**src/rtl/fxmul_pkg.sv**
```systemverilog
package fxmul_pkg;

  typedef enum logic [1:0] {
    MODE_UU  = 2'b00,
    MODE_SS  = 2'b01,
    MODE_SU  = 2'b10,
    MODE_RSV = 2'b11
  } mul_mode_e;

  typedef enum logic [1:0] {
    ST_IDLE = 2'b00,
    ST_PART = 2'b01,
    ST_SUM  = 2'b10
  } mul_state_e;

  function automatic logic a_is_signed(input logic [1:0] m);
    return (m == MODE_SS) || (m == MODE_SU);
  endfunction

  function automatic logic b_is_signed(input logic [1:0] m);
    return (m == MODE_SS);
  endfunction

endpackage

```
**src/rtl/fxmul_ext.sv**
```systemverilog
module fxmul_ext #(
  parameter int W = 8
) (
  input  logic [W-1:0] val_i,
  input  logic         sgn_i,
  output logic [W:0]   ext_o
);
  // One extra top bit; it copies the sign only for signed operands.
  assign ext_o = {sgn_i & val_i[W-1], val_i};
endmodule

```
**src/rtl/fxmul_ctrl.sv**
```systemverilog
module fxmul_ctrl
  import fxmul_pkg::*;
(
  input  logic clk,
  input  logic rst_n,
  input  logic start_i,
  output logic accept_o,
  output logic advance_o,
  output logic busy_o,
  output logic done_o
);

  mul_state_e state_q, state_d;

  assign accept_o  = start_i && (state_q == ST_IDLE);
  assign advance_o = (state_q == ST_PART);
  assign busy_o    = (state_q != ST_IDLE);
  assign done_o    = (state_q == ST_SUM);

  always_comb begin
    state_d = state_q;
    unique case (state_q)
      ST_IDLE: if (start_i) state_d = ST_PART;
      ST_PART: state_d = ST_SUM;
      ST_SUM:  state_d = ST_IDLE;
      default: state_d = ST_IDLE;
    endcase
  end

  always_ff @(posedge clk or negedge rst_n) begin
    if (!rst_n) state_q <= ST_IDLE;
    else        state_q <= state_d;
  end

  assert_accept_R2: assert property (@(posedge clk) disable iff (!rst_n)
    (start_i && !busy_o) |=> (busy_o && !done_o));
  assert_second_cycle_R2: assert property (@(posedge clk) disable iff (!rst_n)
    (busy_o && !done_o) |=> done_o);
  assert_done_pulse_R2: assert property (@(posedge clk) disable iff (!rst_n)
    done_o |=> !done_o);
  assert_done_busy_R2: assert property (@(posedge clk) disable iff (!rst_n)
    done_o |-> busy_o);
  assert_late_start_R3: assert property (@(posedge clk) disable iff (!rst_n)
    (done_o && start_i) |=> !busy_o);

endmodule

```
**src/rtl/fxmul_core.sv**
```systemverilog
module fxmul_core #(
  parameter int W = 8
) (
  input  logic           clk,
  input  logic           rst_n,
  input  logic           load_i,
  input  logic           finish_i,
  input  logic [W:0]     a_ext_i,
  input  logic [W:0]     b_ext_i,
  input  logic           frac_i,
  output logic [2*W-1:0] res_o,
  output logic           z_o,
  output logic           c_o
);

  localparam int XW = W + 1;
  localparam int LW = W / 2;
  localparam int HW = XW - LW;
  localparam int PW = 2 * W;
  localparam int AW = 2 * W + 2;

  function automatic logic [AW-1:0] widen_a(input logic [XW-1:0] v);
    return {{(AW-XW){v[XW-1]}}, v};
  endfunction

  // Low slice of B is always unsigned.
  function automatic logic [AW-1:0] part_low(input logic [XW-1:0] a, input logic [XW-1:0] b);
    logic [AW-1:0] bl;
    bl = {{(AW-LW){1'b0}}, b[LW-1:0]};
    return widen_a(a) * bl;
  endfunction

  // High slice of B carries the sign of the extended operand.
  function automatic logic [AW-1:0] part_high(input logic [XW-1:0] a, input logic [XW-1:0] b);
    logic [AW-1:0] bh;
    bh = {{(AW-HW){b[XW-1]}}, b[XW-1:LW]};
    return widen_a(a) * bh;
  endfunction

  function automatic logic [PW-1:0] merge_parts(input logic [AW-1:0] lo, input logic [AW-1:0] hi);
    logic [AW-1:0] s;
    s = lo + (hi << LW);
    return s[PW-1:0];
  endfunction

  function automatic logic [PW-1:0] frac_align(input logic [PW-1:0] p, input logic f);
    return f ? {p[PW-2:0], 1'b0} : p;
  endfunction

  logic [AW-1:0] pp_lo_q, pp_hi_q;
  logic          frac_q;
  logic [PW-1:0] raw_prod;
  logic [PW-1:0] stored_val;
  logic          carry_evt;
  logic          zero_evt;

  always_ff @(posedge clk or negedge rst_n) begin
    if (!rst_n) begin
      pp_lo_q <= '0;
      pp_hi_q <= '0;
      frac_q  <= 1'b0;
    end else if (load_i) begin
      pp_lo_q <= part_low(a_ext_i, b_ext_i);
      pp_hi_q <= part_high(a_ext_i, b_ext_i);
      frac_q  <= frac_i;
    end
  end

  assign raw_prod   = merge_parts(pp_lo_q, pp_hi_q);
  assign stored_val = frac_align(raw_prod, frac_q);
  assign carry_evt  = raw_prod[PW-1];
  assign zero_evt   = (stored_val == '0);

  always_ff @(posedge clk or negedge rst_n) begin
    if (!rst_n) begin
      res_o <= '0;
      z_o   <= 1'b0;
      c_o   <= 1'b0;
    end else if (finish_i) begin
      res_o <= stored_val;
      z_o   <= zero_evt;
      c_o   <= carry_evt;
    end
  end

  assert_zero_flag_R9: assert property (@(posedge clk) disable iff (!rst_n)
    finish_i |=> (z_o == (res_o == '0)));
  assert_frac_lsb_R7: assert property (@(posedge clk) disable iff (!rst_n)
    (finish_i && frac_q) |=> (res_o[0] == 1'b0));
  assert_hold_res_R10: assert property (@(posedge clk) disable iff (!rst_n)
    !finish_i |=> ($stable(res_o) && $stable(z_o) && $stable(c_o)));

endmodule

```
**src/rtl/fxmul_unit.sv**
```systemverilog
module fxmul_unit
  import fxmul_pkg::*;
#(
  parameter int W = 8
) (
  input  logic         clk,
  input  logic         rst_n,
  input  logic         start_i,
  input  logic [1:0]   mode_i,
  input  logic         frac_i,
  input  logic [W-1:0] opa_i,
  input  logic [W-1:0] opb_i,
  output logic         busy_o,
  output logic         done_o,
  output logic [W-1:0] res_hi_o,
  output logic [W-1:0] res_lo_o,
  output logic         flag_z_o,
  output logic         flag_c_o
);

  localparam int NOPS = 2;
  localparam int PW   = 2 * W;

  logic accept_w, advance_w;
  logic [W-1:0]   op_raw [NOPS];
  logic           op_sgn [NOPS];
  logic [W:0]     op_ext [NOPS];
  logic [PW-1:0]  res_w;

  assign op_raw[0] = opa_i;
  assign op_raw[1] = opb_i;
  assign op_sgn[0] = a_is_signed(mode_i);
  assign op_sgn[1] = b_is_signed(mode_i);

  for (genvar g = 0; g < NOPS; g++) begin : g_ext
    fxmul_ext #(.W(W)) u_ext (
      .val_i (op_raw[g]),
      .sgn_i (op_sgn[g]),
      .ext_o (op_ext[g])
    );
  end

  fxmul_ctrl u_ctrl (
    .clk       (clk),
    .rst_n     (rst_n),
    .start_i   (start_i),
    .accept_o  (accept_w),
    .advance_o (advance_w),
    .busy_o    (busy_o),
    .done_o    (done_o)
  );

  fxmul_core #(.W(W)) u_core (
    .clk      (clk),
    .rst_n    (rst_n),
    .load_i   (accept_w),
    .finish_i (advance_w),
    .a_ext_i  (op_ext[0]),
    .b_ext_i  (op_ext[1]),
    .frac_i   (frac_i),
    .res_o    (res_w),
    .z_o      (flag_z_o),
    .c_o      (flag_c_o)
  );

  assign res_hi_o = res_w[PW-1:W];
  assign res_lo_o = res_w[W-1:0];

  assert_update_in_done_R10: assert property (@(posedge clk) disable iff (!rst_n)
    (!$stable(res_w)) |-> done_o);

endmodule

```
**config.mk**
```make
export PLATFORM = sky130hd
export DESIGN_NAME = fxmul_unit
export DESIGN_NICKNAME = d
export VERILOG_FILES = /design/src/rtl/fxmul_pkg.sv /design/src/rtl/fxmul_ext.sv /design/src/rtl/fxmul_ctrl.sv /design/src/rtl/fxmul_core.sv /design/src/rtl/fxmul_unit.sv
export SDC_FILE = /design/constraint.sdc
export NUM_CORES = 1
export LEC_CHECK = 0
export ABC_AREA = 1
export BUFFER_PORTS_ARGS = -buffer_cell sky130_fd_sc_hd__buf_4
export CAP_MARGIN = 25
export CORE_MARGIN = 2
export CORE_UTILIZATION = 50
export CTS_BUF_LIST = sky130_fd_sc_hd__clkbuf_4
export DETAILED_ROUTE_END_ITERATION = 7
export PLACE_DENSITY = 0.68
export SLEW_MARGIN = 20
export SYNTH_ARGS = -nofsm -noshare
export SYNTH_HDL_FRONTEND = slang
export SYNTH_SLANG_ARGS = --single-unit
export TNS_END_PERCENT = 100
```
**constraint.sdc**
```tcl
create_clock -name clk -period 3.2 [get_ports clk]
set_input_delay 0.48 -clock clk [delete_from_list [all_inputs] [get_ports clk]]
set_output_delay 0.48 -clock clk [all_outputs]
set_load 0.05 [all_outputs]
```
==> metrics <==
CTS H-tree depth 2; DP Wirelength 10.7 mm; share of cells above drive strength 1 roughly 26%; RSZ-0062 raised after global routing yes; Critical Path RT roughly 3500 ps; CTS tree done; Clock transition at path regs 160 ps; FF-to-FF path depth 11; startpoint types primary input; drt first pass iters 4; Starting DRT DRC Count 241; width of the chip 110 um; Congestion Overflow GR 0; post-synthesis net count 907; Syn Std Cell Area 5610 um^2; max-slew violations 0; antenna-violating nets left 0; DR vias/cell between 4 and 5; met2 Usage GRT about 44%; status complete, but fails checks; Avg WL per Cell about 12 um; crit end category flip-flop; antenna violations before repair 0; area grow syn2layout 27.1%; Mapped Cells 783; Synth Area per Inst 7.17 um^2; Seq/Total Area, Yosys 21.0%; setup ws final -132 ps; Top Usage Layer GRT met2; met3 usage ~2.1%; GPL Wtd Cong approximately 0.9; VDD IR max around 0.00064 V; R2R setup slack 970 ps; Synth Register Bits 47; via count just over 5k; Lkg Pwr 4.01 nW; fin nets between 1k and 1.5k; first-pass GRT wire length 22.4 mm; placed cell count 1009; final worst path period share 104%; met1 Use GR 27.6%; post-synth cell types 39; max cap viols 0; Total GRT Usage 23.3%; Skew-Pair Late Insertion Delay 390 ps; io pins 42; Starting Density 51.5%; non-filler cells, final 1022; clock skew 19.7 ps; Die ar. around 12000 um^2; P per Cell Area slightly below 700 nW/um^2; clock period minus worst slack roughly 3300 ps; R2R Path End u_core.z_o; Final Hold Viols 0; clk buf depth 2; crit-path max FO 8; Core Area 10900 um^2; failing checks setup timing; Post-route DRC 0; worst hold-check path type in -> async; setup violators final 4; relative slew slack 57.0%; reg2reg start u_core.pp_lo_q[4]; CTS root buf clkbuf_4; number of global-route vias before repair approximately 5.2k; smallest hold slack roughly 64 ps; cts hold-fix bufs 0; antenna cells 0; Ys Warns 0; Tot Pwr 0.00491 W; Post-Route WL around 13 mm; fmax between 0.3 and 0.4 GHz; Final Core Density 65.5%; Slew @ Worst Pin 643 ps; Arr. time, crit path 3640 ps; row cnt 38; DP Worst Slack -573 ps; cts bufs inserted 5; clk sinks 47; PortBufs 41; Die Ht between 100 and 150 um; Crit Path Category in -> reg; pin count of the biggest net entering global routing 48
-- kinds of logic (layout without fill, tap and decap cells) --
family	Yosys count	in the layout	share of synthesized area, %
AOI/OAI and AO/OA	74	74	7.54
xor gates and xnor gates	16	16	2.50
adders and majority gates	102	102	28.6
buffers and inverters	208	307	14.8
DFF	47	47	21.0
and+or+nand+nor	336	336	25.6
-- critical path, stage by stage --
cell     delay (ps)
buf_4           120
ha_4            150
nand2_4         100
buf_4           120
nor2_2           30
fa_1            530
inv_1            50
fa_1            450
fa_1            490
inv_1            60
ha_4            280
buf_4           120
nand2_1          60
nor3_2          180
nand2_1         110
a21o_1          190
a31oi_1         110
-- routing by layer --
| layer | share of wire [%] | wire [um] |
|---|---|---|
| met1 | 44 | 5620 |
| met2 | 52 | 6590 |
| met3 | 2.2 | 283 |
| met4 | 2.1 | 266 |
| met5 | 0 | 0 |
-- sequential cells by signal, summed over array words and instances (netlist names) --
| signal | cells |
|---|---|
| u_core.pp_lo_q | 14 |
| u_core.res_o | 16 |
| u_core.frac_q | 1 |
| u_core.c_o | 1 |
| u_ctrl.state_q | 2 |
| u_core.pp_hi_q | 12 |
| u_core.z_o | 1 |
-- area by class of cell --
class / count / area [um^2]
Multi-Input combinational cell: 528 / 4040
Clock inverter: 3 / 71.3
Clock buffer: 5 / 37.5
Timing Repair Buffer: 120 / 945
Fill cell: 957 / 3760
Tap cell: 140 / 175
Inverter: 179 / 684
Sequential cell: 47 / 1180
-- worst max-delay path by stage --
stage	startpoint	end	slack, ps	cells after the start
after floorplan	mode_i[1]	u_core.pp_hi_q[11]	-270	15
after global placement	mode_i[1]	u_core.pp_hi_q[11]	-510	16
after detailed placement	mode_i[1]	u_core.pp_hi_q[11]	-570	15
after CTS	mode_i[1]	u_core.pp_hi_q[11]	-100	17
after global routing	mode_i[1]	u_core.pp_hi_q[9]	-240	17
final	mode_i[0]	u_core.pp_hi_q[10]	-130	17
-- placed cells by master (no fill, tap or decap), types with 11 or more instances in the layout --
master	netlist	routed
nor2_1	42	34
buf_4	3	114
ha_1	58	40
nand3_2	6	17
nand2_1	211	204
dfrtp_1	47	47
a21oi_1	19	11
o21ai_0	28	24
inv_1	178	168
ha_4	0	18
fa_1	44	42
nand3_1	47	36
nand2_2	9	14
-- through the flow --
| step | setup TNS [ps] | area, um^2 |
|---|---|---|
| floorplan | -1110 | 5950 |
| global placement | -4470 | 6780 |
| detailed placement | -5660 | 6780 |
| CTS | -340 | 6940 |
| global route | -908 | 7130 |
| finish | -376 | 7130 |
-- timing repair --
action	4_1_cts	5_1_grt
pin swaps	12	37
buffers inserted	2	5
endpoints found under the setup margin	7	11
gates resized for setup	12	36
-- synthesized netlist by cell type, drive strengths merged --
cell type / count / area, um^2
buf: 12 / 91.3
xor2: 6 / 52.6
o21a: 1 / 7.51
clkbuf: 17 / 65.1
fa: 44 / 881
ha: 58 / 726
o31a: 1 / 8.76
a31oi: 10 / 62.6
o21ai: 32 / 168
o21bai: 1 / 7.51
nand4: 7 / 43.8
a21boi: 1 / 7.51
inv: 179 / 672
a211oi: 2 / 15.0
nand3b: 1 / 7.51
xnor2: 10 / 87.6
nor3: 3 / 15.0
or2: 6 / 40.0
dfrtp: 47 / 1180
nand3: 53 / 295
o22ai: 2 / 12.5
a21o: 2 / 15.0
a21oi: 20 / 104
o31ai: 2 / 15.0
nor2: 45 / 176
nand2: 221 / 860
-- where the power goes --
group	internal, W	switching (W)	leakage, nW
clock	0.000248	0.000211	0.0573
combinational	0.00135	0.00209	3.37
sequential	0.000833	0.000179	0.576
(Power assumes the default switching activity.)
